--- config.mk ---
export PLATFORM = sky130hd
export DESIGN_NAME = masked_irq_encoder
export DESIGN_NICKNAME = d
export VERILOG_FILES = /design/src/rtl/irq_enc_pkg.sv /design/src/rtl/irq_src_reg.sv /design/src/rtl/irq_mask_reg.sv /design/src/rtl/irq_prio_enc.sv /design/src/rtl/masked_irq_encoder.sv
export SDC_FILE = /design/constraint.sdc
export NUM_CORES = 1
export LEC_CHECK = 0
export BUFFER_PORTS_ARGS = -buffer_cell sky130_fd_sc_hd__buf_2
export CAP_MARGIN = 0
export CELL_PAD_IN_SITES_DETAIL_PLACEMENT = 2
export CELL_PAD_IN_SITES_GLOBAL_PLACEMENT = 2
export CORE_ASPECT_RATIO = 0.6
export CORE_MARGIN = 5
export CORE_UTILIZATION = 28
export DETAILED_ROUTE_END_ITERATION = 8
export MAX_ROUTING_LAYER = met4
export PLACE_DENSITY_LB_ADDON = 0.3
export SYNTH_ARGS = -nofsm -noshare
export SYNTH_HDL_FRONTEND = slang
export SYNTH_SLANG_ARGS = --single-unit
--- constraint.sdc ---
create_clock -name clk -period 3.5 [get_ports clk]
set_input_delay 0.525 -clock clk [delete_from_list [all_inputs] [get_ports clk]]
set_output_delay 0.525 -clock clk [all_outputs]
set_load 0.01 [all_outputs]
--- src/rtl/irq_enc_pkg.sv ---
package irq_enc_pkg;
    localparam int BUS_W  = 16;
    localparam int LANE_W = 8;
    localparam int NUM_LANES = BUS_W / LANE_W;

    typedef enum logic [1:0] {
        SEL_VECTOR = 2'd0,
        SEL_MASK   = 2'd1,
        SEL_NONE   = 2'd2
    } reg_sel_e;

    typedef struct packed {
        logic                 wr;
        logic [NUM_LANES-1:0] lanes;
        logic [BUS_W-1:0]     data;
    } wr_req_t;

    function automatic reg_sel_e decode_word(input logic [31:0] byte_addr);
        logic [31:0] word;
        word = byte_addr >> 1;
        if (word == 32'd0)      return SEL_VECTOR;
        else if (word == 32'd1) return SEL_MASK;
        else                    return SEL_NONE;
    endfunction

    function automatic logic [BUS_W-1:0] vec_code(input int idx);
        return BUS_W'((idx + 1) << 2);
    endfunction
endpackage

--- src/rtl/irq_src_reg.sv ---
module irq_src_reg #(
    parameter int N = 16
) (
    input  logic         clk,
    input  logic         rst,
    input  logic [N-1:0] lines,
    output logic [N-1:0] src_q
);
    always_ff @(posedge clk) begin
        if (rst) src_q <= '0;
        else     src_q <= lines;
    end
endmodule

--- src/rtl/irq_mask_reg.sv ---
module irq_mask_reg
    import irq_enc_pkg::*;
#(
    parameter int          N   = 16,
    parameter logic [15:0] RST = 16'h0010
) (
    input  logic         clk,
    input  logic         rst,
    input  logic         hit,
    input  wr_req_t      req,
    output logic [N-1:0] mask_d,
    output logic [N-1:0] mask_q
);
    for (genvar b = 0; b < N; b++) begin : g_bit
        localparam int LANE = b / LANE_W;
        assign mask_d[b] = (req.wr && hit && req.lanes[LANE]) ? req.data[b] : mask_q[b];
    end

    always_ff @(posedge clk) begin
        if (rst) mask_q <= RST[N-1:0];
        else     mask_q <= mask_d;
    end
endmodule

--- src/rtl/irq_prio_enc.sv ---
module irq_prio_enc
    import irq_enc_pkg::*;
#(
    parameter int N = 16
) (
    input  logic [N-1:0]     pend,
    output logic [BUS_W-1:0] code
);
    always_comb begin
        code = '0;
        for (int i = N - 1; i >= 0; i--) begin
            if (pend[i]) code = vec_code(i);
        end
    end
endmodule

--- src/rtl/masked_irq_encoder.sv ---
module masked_irq_encoder
    import irq_enc_pkg::*;
#(
    parameter int          NUM_SRC  = 16,
    parameter int          ADDR_W   = 4,
    parameter logic [15:0] MASK_RST = 16'h0010
) (
    input  logic               clk,
    input  logic               rst,
    input  logic [NUM_SRC-1:0] irq_in,
    input  logic               wr_en,
    input  logic [1:0]         byte_en,
    input  logic [ADDR_W-1:0]  addr,
    input  logic [15:0]        wdata,
    output logic [15:0]        rdata,
    output logic               irq_out
);
    reg_sel_e           sel;
    wr_req_t            req;
    logic [NUM_SRC-1:0] src_q;
    logic [NUM_SRC-1:0] mask_q;
    logic [NUM_SRC-1:0] mask_d;
    logic [BUS_W-1:0]   vec;
    logic               irq_q;

    assign sel = decode_word(32'(addr));
    assign req = '{wr: wr_en, lanes: byte_en, data: wdata};

    irq_src_reg #(.N(NUM_SRC)) u_src (
        .clk   (clk),
        .rst   (rst),
        .lines (irq_in),
        .src_q (src_q)
    );

    irq_mask_reg #(.N(NUM_SRC), .RST(MASK_RST)) u_mask (
        .clk    (clk),
        .rst    (rst),
        .hit    (sel == SEL_MASK),
        .req    (req),
        .mask_d (mask_d),
        .mask_q (mask_q)
    );

    irq_prio_enc #(.N(NUM_SRC)) u_enc (
        .pend (src_q & mask_q),
        .code (vec)
    );

    always_ff @(posedge clk) begin
        if (rst) irq_q <= 1'b0;
        else     irq_q <= |(irq_in & mask_d);
    end
    assign irq_out = irq_q;

    always_comb begin
        unique case (sel)
            SEL_VECTOR: rdata = vec;
            SEL_MASK:   rdata = BUS_W'(mask_q);
            default:    rdata = '0;
        endcase
    end
endmodule

==> results.toml, run 1 <==
[global_routing]
grt_pass1_vias = 1540
grt_max_degree = 34
grtUsageTotal_pct = 15.1
antenna_found_initial = 0
grt.overflow.total = 0
grt_pass1_wl_um = 7940

[timing]
tightest_slew_ps = 590
setup_tns_ps = 0
slew_violations = 0
period_share_pct = 70.3
grt_setup_unrepaired = "no"
relSlewSlack_pct = 60.7
max_clock_freq_mhz = 406
finalHoldViolCount = 0
fin_skew_ps = 5.49
min_period_ps = 2460
setup_viol_count_final = 0

[yosys]
ys_seq_elements = 33
yosys_warnings = 0
ys_seq_area_share_pct = 43.7
synthesis.area_um2 = 1510
syn_avg_cell_area_um2 = 8.64
synthCells = 175
yosysUniqueCellTypes = 34
synth_nets = 216

[power]
post-layout-total-power_mw = 0.788
power.switching_fraction_pct = 23.8
cellInternalPower_mw = 0.601
p_sw_mw = 0.188
p_seq_share_pct = 50.4
cellLeakagePower_nw = 0.956
cellPowerDensity_nw_per_um2 = 403
ir_worst_vdd_mv = 0.111
p_comb_share_pct = 9.6
pwr-share-clk_pct = 40.1

[placement]
dp_hpwl_um = 4020
place.gp.congestion = 0.779
portBuffers = 56
post-place-cells = 293

[clocking]
cts.clk_slew.worst_paths_ps = 70
cts_resized = 0
cts_hold_buf = 0
worstSkewPairLatency_ps = 290
cts_buffers = 5
postCtsSetupBuffers = 0
cts_root_buffer = "clkbuf_8"
htreeDepth = 2
tritoncts = "yes"
clock_sinks = 33
clockBufferDepth = 2

[min_path]
min_to = "u_src.src_q[4]"
worst_hold_path_type = "input port to flop"
hp-start = "irq_in[4]"
holdPathStages = 3

[critical_path]
cpMaxStageDelayCell = "or3_2"
critical-path-max-stage-delay_ps = 500
path_common_cell = "buf_2"
crit_path_end_kind = "output port"
r2r_start = "u_mask.mask_q[9]"
r2r_setup_slack_ps = 1780
crit_arrival_ps = 1940
crit_required_ps = 2970
start_kind = "input port"
r2r_cells = 4
path_cells = "buf_2 > or3_2 > a21oi_1 > nand3_1 > o21ai_0 > buf_2"
crit_type = "input port to output port"
r2r_end = "irq_out"
crit_fanout = 4

[cells_and_area]
final_nets = 275
stdcell_count = 301
drive_above_1_share_pct = 31.1
fillCellCount = 615
area_delta_synth_final_pct = 29.4
n_antenna_cell = 0

[drt]
post_drt_wl_per_cell_um = 16.8
drt_first_pass_iters = 4
vias = 1462
drc_errors = 0
drtAntennaViolNets = 0
drt_iter0_drc = 46
detail_route.wirelength_um = 5050
via_per_inst = 4.86

[floorplanning]
chipWidth_um = 105
coreArea_um2 = 5150
start_util_pct = 29.3
fp.dieH_um = 66.9
die_area_um2 = 7020
num_rows = 20
num_io_pins = 58

[outcome]
status = "complete, no violations"

[job]
maxCapViolCount = 0
## how the worst max path moves through the flow
stage / startpoint / to / slack, ps / depth (start not counted)
2_1_floorplan: addr[2] / rdata[6] / 1370 / 4
3_3_place_gp: addr[3] / irq_out / 1040 / 7
3_5_place_dp: addr[2] / rdata[6] / 1030 / 6
4_1_cts: addr[2] / rdata[6] / 1020 / 6
5_1_grt: u_mask.mask_q[13] / rdata[2] / 920 / 7
6_report: addr[2] / rdata[6] / 1040 / 6
## layout by cell type (no fill, tap or decap)
| master | synthesis | layout |
|---|---|---|
| a2111oi_2 | 1 | 1 |
| a21o_1 | 1 | 1 |
| a21oi_1 | 7 | 7 |
| a221oi_1 | 1 | 1 |
| a222oi_1 | 2 | 2 |
| a22o_1 | 2 | 2 |
| a22oi_1 | 5 | 5 |
| a31oi_1 | 1 | 1 |
| a32o_1 | 3 | 3 |
| a32oi_1 | 1 | 1 |
| and2_1 | 11 | 11 |
| and2b_2 | 1 | 1 |
| and4bb_2 | 1 | 1 |
| buf_2 | 0 | 56 |
| buf_4 | 0 | 1 |
| clkbuf_8 | 0 | 7 |
| clkinv_2 | 0 | 1 |
| dfxtp_1 | 33 | 33 |
| inv_1 | 9 | 9 |
| mux2_2 | 2 | 2 |
| mux2i_1 | 10 | 10 |
| nand2_1 | 21 | 21 |
| nand2_2 | 1 | 1 |
| nand2_8 | 1 | 1 |
| nand2b_1 | 1 | 1 |
| nand3_1 | 9 | 9 |
| nor2_1 | 23 | 23 |
| nor2b_1 | 9 | 9 |
| nor3b_1 | 1 | 1 |
| o211ai_1 | 1 | 1 |
| o21ai_0 | 4 | 4 |
| o221ai_1 | 1 | 1 |
| o22ai_1 | 4 | 4 |
| o2bb2ai_1 | 1 | 1 |
| o32ai_1 | 1 | 1 |
| or3_2 | 1 | 1 |
## power groups by stage
stage | Sequential, mW | Clock, mW | Combinational, mW
detailed placement | 0.405 | 0 | 0.0758
CTS | 0.397 | 0.325 | 0.0765
finish | 0.397 | 0.316 | 0.0753
global placement | 0.405 | 0 | 0.0739
floorplan | 0.403 | 0 | 0.0351
global route | 0.399 | 0.342 | 0.0837
## cell usage after synthesis (all sizes together)
master   number  area (µm²)
nor2b         9        56.3
a22oi         5        37.5
a22o          2        17.5
inv           9        33.8
o22ai         4        25.0
nor3b         1        7.51
a222oi        2        20.0
and2         11        68.8
mux2          2        22.5
o211ai        1        7.51
o2bb2ai       1        8.76
nand2b        1        6.26
nor2         23        86.3
clkbuf        4        15.0
o221ai        1        8.76
nand2        23         105
a221oi        1        8.76
nand3         9        45.0
a32oi         1        8.76
a31oi         1        6.26
o21ai         4        20.0
or3           1        7.51
a2111oi       1        15.0
a21o          1        7.51
dfxtp        33         661
a32o          3        30.0
and2b         1        8.76
mux2i        10         100
o32ai         1        8.76
and4bb        1        12.5
buf           1        11.3
a21oi         7        35.0
## registers in the layout, indices dropped and copies added, names as in the netlist
signal	flops
irq_out	1
u_mask.mask_q	16
u_src.src_q	16
## logic make-up after synthesis
| family | count (synthesis) | synth area share (%) |
|---|---|---|
| buffers and inverters | 14 | 3.97 |
| DFF | 33 | 43.7 |
| muxes | 12 | 8.11 |
| AOI/OAI and AO/OA | 36 | 17.5 |
| and+or+nand+nor | 80 | 26.7 |
## critical path: cells and delay by family
family	cells	cell delay, ps
AO/OA/AOI/OAI	2	500
buffers and inverters	2	290
AND/OR/NAND/NOR	2	630
## area by class of cell
cell class	count	area [µm²]	share of cell area [%]
multi-input cells	128	792	40.4
flip-flops and latches	33	661	33.7
repair buffers	57	288	14.7
clock buffers	7	96.3	4.92
well taps	66	82.6	4.22
inverters	9	33.8	1.73
clock inverters	1	5.00	0.256
## per-stage QoR
stage          setup slack (ps)  util, %  hold slack [ps]  area (µm²)
2_1_floorplan              1370        -              463        1510
3_3_place_gp               1040     36.0              509        1860
3_5_place_dp               1030     36.0              537        1860
4_1_cts                    1020     38.0              466        1960
5_1_grt                     922     38.0              484        1960
6_report                   1040     38.0              471        1960
## routing by layer
metal,up-vias,part of all wire [%],track usage [%]
met2,39,40,20.4
met1,684,53,20.5
met5,-,0,-
met3,10,5.1,4.65
met4,0,1.9,7.02
li1,729,-,-
No activity file was read; power rests on OpenSTA's default activity.
==> run 2, diff against run 1 <==
- CORE_UTILIZATION: 28 -> 27
- clock period: 3.5 -> 2.45 ns (I/O delays scaled with it)
==> run 2 against run 1 <==
  * Combinational power is 43% higher
  * Sequential share of layout area decreased by 0.15 points
  * Clock skew shrank 2.8 ps
  * Final area rose by 0.64%
  * Sequential power increased by 43%
  * Clock power grew 44%
  * Sequential cell count is the same
  * Via count is 1.4% higher
  * Core utilization down 2.1 points
  * Global-route usage rose by 0.98 points
  * Critical endpoint is now rdata[2]
  * Largest power group unchanged
  * Highest routed layer unchanged
==> results.toml, run 2 (synthesis results as in run 1) <==
[outcome]
status = "complete, no violations"

[drt]
post_drt_wl_per_cell_um = 17.3
vias = 1482
drt_iter0_drc = 52
via_per_inst = 4.86
drt_first_pass_iters = 4
drc_errors = 0
drtAntennaViolNets = 0
detail_route.wirelength_um = 5260

[min_path]
holdPathStages = 2
worst_hold_path_type = "input port to flop"

[clocking]
postCtsSetupBuffers = 0
cts.clk_slew.worst_paths_ps = 70
worstSkewPairLatency_ps = 290
htreeDepth = 2
clockBufferDepth = 2
cts_buffers = 5
cts_resized = 0
cts_root_buffer = "clkbuf_8"
clock_sinks = 33
cts_hold_buf = 0
tritoncts = "yes"

[cells_and_area]
final_common_cell = "buf_2"
final_nets = 276
layout_common_cells = "56 x buf_2, 32 x dfxtp_1, 23 x nor2_1, 21 x nand2_1, 11 x and2_1"
utilization_pct = 35.9
stdcell_count = 305
n_antenna_cell = 0
area_delta_synth_final_pct = 30.3
drive_above_1_share_pct = 31.8

[timing]
period_share_pct = 91.0
relSlewSlack_pct = 58.7
min_period_ps = 2230
hold_slack_ps = 311
finalHoldViolCount = 0
max_clock_freq_mhz = 448
fin_skew_ps = 2.64
slew_violations = 0
grt_setup_unrepaired = "no"
setup_tns_ps = 0
tightest_slew_ps = 619
setup_viol_count_final = 0

[floorplanning]
start_util_pct = 27.5
num_rows = 21
chipWidth_um = 107
coreArea_um2 = 5490
num_io_pins = 58
die_area_um2 = 7250
fp.dieH_um = 68.0

[critical_path]
cp_num_cells = 7
r2r_cells = 4
crit_path_end_kind = "output port"
path_cells = "nand2_1 > a32o_1 > a222oi_1 > o211ai_1 > a32oi_1 > o32ai_1 > buf_2"
crit_type = "flop to output port"
path_delay_family = "compound AO/OA/AOI/OAI gates"
crit_required_ps = 2080
start_kind = "flop"
critical-path-max-stage-delay_ps = 360
critPathBufInv = 1
crit_fanout = 4
crit_arrival_ps = 1860
cpMaxStageDelayCell = "dfxtp_2"

[global_routing]
grt_pass1_vias = 1623
grt_max_degree = 34
grtUsageTotal_pct = 16.1
grt_pass1_wl_um = 8580
antenna_found_initial = 0
grt.overflow.total = 0

[power]
cellPowerDensity_nw_per_um2 = 575
ir_worst_vdd_mv = 0.158
cellLeakagePower_nw = 0.960

[placement]
place.gp.congestion = 0.787
dp_hpwl_um = 4220
portBuffers = 56
post-place-cells = 297

[job]
maxCapViolCount = 0
run 2: per-layer routing:
metal	GRT usage, %	up-vias	share of wire, %
li1	-	732	-
met1	21.6	688	51
met2	23.6	55	40
met3	4.15	7	6.9
met4	5.74	0	1.3
met5	-	-	0
run 2: path summary, 6_finish.rpt:
path,from,end,slack [ps]
setup / recovery,u_mask.mask_q[13],rdata[2],220
hold / removal,irq_in[13],u_src.src_q[13],310
setup reg to reg,u_mask.mask_q[9],irq_out,850
hold reg to reg,u_mask.mask_q[3],u_mask.mask_q[3],520
run 2: layout make-up:
cell class / instances / area [µm²]
Clock buffer: 7 / 96.3
Clock inverter: 1 / 5.00
Fill cell: 643 / 3520
Inverter: 9 / 33.8
Multi-Input combinational cell: 128 / 792
Sequential cell: 33 / 662
Tap cell: 69 / 86.3
Timing Repair Buffer: 58 / 295
run 2: where the power goes:
group	switching (mW)	total (mW)	internal, mW	leakage (nW)
Clock	0.202	0.456	0.254	0.0542
Sequential	0.0122	0.568	0.556	0.271
Combinational	0.0593	0.108	0.0491	0.635
run 2: per-stage QoR:
step                      power, mW  setup slack, ps  instance area, µm²
after global routing           1.20             35.1                1970
after CTS                      1.15             81.2                1970
after global placement        0.686              265                1870
after floorplan               0.626              638                1510
after detailed placement      0.688              223                1870
final                          1.13              220                1970
==> run 3, diff against run 2 <==
- ABC_AREA: not set -> 1
- CORE_UTILIZATION: 27 -> 25
==> run 3 against run 2 <==
  * Area after synthesis grew 4.8%
  * Critical endpoint unchanged
  * Largest cell class unchanged
  * Clock skew is 0.75 ps higher
  * Non-clock buffer count stayed put
==> results.toml, run 3 <==
[outcome]
status = "complete, no violations"

[yosys]
yosys_warnings = 0
synth.most_common_cell = "nand2_1"
synth-main-ff-cell = "dfxtp_1"
yosysTopAreaCellShare_pct = 41.7
async_flop_share_pct = 0
synthCells = 241
syn_avg_cell_area_um2 = 6.58
synth_commonest_cells = "60 x nand2_1, 56 x nor2_1, 44 x inv_1"
ys_seq_area_share_pct = 41.7
synthesis.area_um2 = 1590
synth_nets = 282
synth-edff-count = 0
yosysUniqueCellTypes = 26
ys_seq_elements = 33
yosys.area.top_type = "dfxtp_1"
synth_area_leaders = "dfxtp_1 42%, nand2_1 14%, nor2_1 13%"

[timing]
setup_ws_ps = 371
fin_skew_ps = 3.39
finalHoldViolCount = 0
setup_tns_ps = 0
period_share_pct = 84.9
slew_violations = 0
hold_slack_ps = 302
relSlewSlack_pct = 60.6
setup_viol_count_final = 0
tightest_slew_ps = 592
grt_setup_unrepaired = "no"
min_period_ps = 2080
max_clock_freq_mhz = 481

[clocking]
tritoncts = "yes"
cts_buffers = 5
clock_sinks = 33
htreeDepth = 2
clockBufferDepth = 2
cts.clk_slew.worst_paths_ps = 70
cts_resized = 0
cts_root_buffer = "clkbuf_8"
cts_hold_buf = 0
worstSkewPairLatency_ps = 280
postCtsSetupBuffers = 0

[placement]
placed_cell_area_um2 = 1940
portBuffers = 56
dp_hpwl_um = 3890
place_ws_ps = 439
place.gp.congestion = 0.706
post-place-cells = 376

[power]
ir_worst_vdd_mv = 0.178
pwr-share-clk_pct = 39.5
p_seq_share_pct = 49.4
post-layout-total-power_mw = 1.14
cellLeakagePower_nw = 1.11
power.switching_fraction_pct = 24.5
cellPowerDensity_nw_per_um2 = 559
p_comb_share_pct = 11.1
cellInternalPower_mw = 0.864
p_sw_mw = 0.280

[cells_and_area]
stdcell_count = 384
final_nets = 340
drive_above_1_share_pct = 25.7
utilization_pct = 33.3
finish.instance_area_um2 = 2050
area_delta_synth_final_pct = 29.0
layout_common_cells = "60 x nand2_1, 56 x nor2_1, 56 x buf_2, 44 x inv_1, 33 x dfxtp_1"
n_antenna_cell = 0
final_common_cell = "nand2_1"

[critical_path]
crit_required_ps = 2080
path_cells = "nand2_1 > inv_1 > nand2_1 > nand2_1 > nand2_1 > nand2_1 > nand2_1 > nand2_1 > nand2_1 > nand2_1 > nand2_1 > nand2_1 > nand2_1 > nand2_1 > nand2_1 > nand2_1 > nand2_1 > nand2_1 > buf_2"
crit_fanout = 2
start_kind = "flop"
crit_arrival_ps = 1710
path_common_cell = "nand2_1"
path_delay_family = "simple AND/OR/NAND/NOR gates"
crit_path_end_kind = "output port"
critical-path-max-stage-delay_ps = 340
cpMaxStageDelayCell = "dfxtp_1"
critPathBufInv = 2
crit_type = "flop to output port"

[drt]
drc_errors = 0
vias = 1600
drt_first_pass_iters = 4
drtAntennaViolNets = 0
post_drt_wl_per_cell_um = 12.6
via_per_inst = 4.17
drt_iter0_drc = 35
detail_route.wirelength_um = 4840

[global_routing]
grt.overflow.total = 0
grtUsageTotal_pct = 13.0
antenna_found_initial = 0
grt_pass1_vias = 1754
grt_max_degree = 34
grt_pass1_wl_um = 8140

[floorplanning]
die_area_um2 = 8090
chipWidth_um = 113
num_rows = 22
fp.dieH_um = 71.7
start_util_pct = 25.8
coreArea_um2 = 6140
num_io_pins = 58

[job]
maxCapViolCount = 0

[min_path]
worst_hold_path_type = "input port to flop"
==> run 3: cells by family (layout without fill, tap and decap cells) <==
group	count (synthesis)	after routing	share of synthesized area (%)
AOI/OAI and AO/OA	30	30	12.8
buffers and inverters	52	111	13.3
DFF	33	33	41.7
and+or+nand+nor	126	126	32.2
==> run 3: area by class of cell <==
cell class | count | area, µm²
inverters | 45 | 170
multi-input cells | 156 | 713
fillers | 771 | 4090
repair buffers | 58 | 295
flip-flops and latches | 33 | 661
clock inverters | 1 | 5.00
clock buffers | 7 | 96.3
well taps | 84 | 105
==> run 3: path summary, 6_finish.rpt <==
kind,from,endpoint,slack (ps),cells after the start
max,u_mask.mask_q[14],rdata[2],370,19
min,irq_in[0],u_src.src_q[0],300,3
max reg2reg,u_mask.mask_q[2],irq_out,1160,9
min reg2reg,u_mask.mask_q[9],u_mask.mask_q[9],590,4
==> run 3: tightest hold or removal path, delay by kind of cell <==
kind | cells | cell delay [ps]
buffers and inverters | 2 | 110
AND/OR/NAND/NOR | 1 | 70
==> run 3: power groups by stage <==
stage	Clock [mW]	Sequential (mW)	Combinational, mW
after floorplan	0	0.576	0.0688
after global placement	0	0.576	0.127
after detailed placement	0	0.577	0.129
after CTS	0.468	0.566	0.130
after global routing	0.491	0.567	0.147
final	0.451	0.565	0.127
==> run 3: layer usage <==
| layer | track usage (%) | up-vias | part of all wire (%) |
|---|---|---|---|
| met4 | 3.60 | 0 | 0.43 |
| li1 | - | 840 | - |
| met5 | - | - | 0 |
| met1 | 17.8 | 713 | 54 |
| met3 | 3.46 | 2 | 5.9 |
| met2 | 18.9 | 45 | 40 |
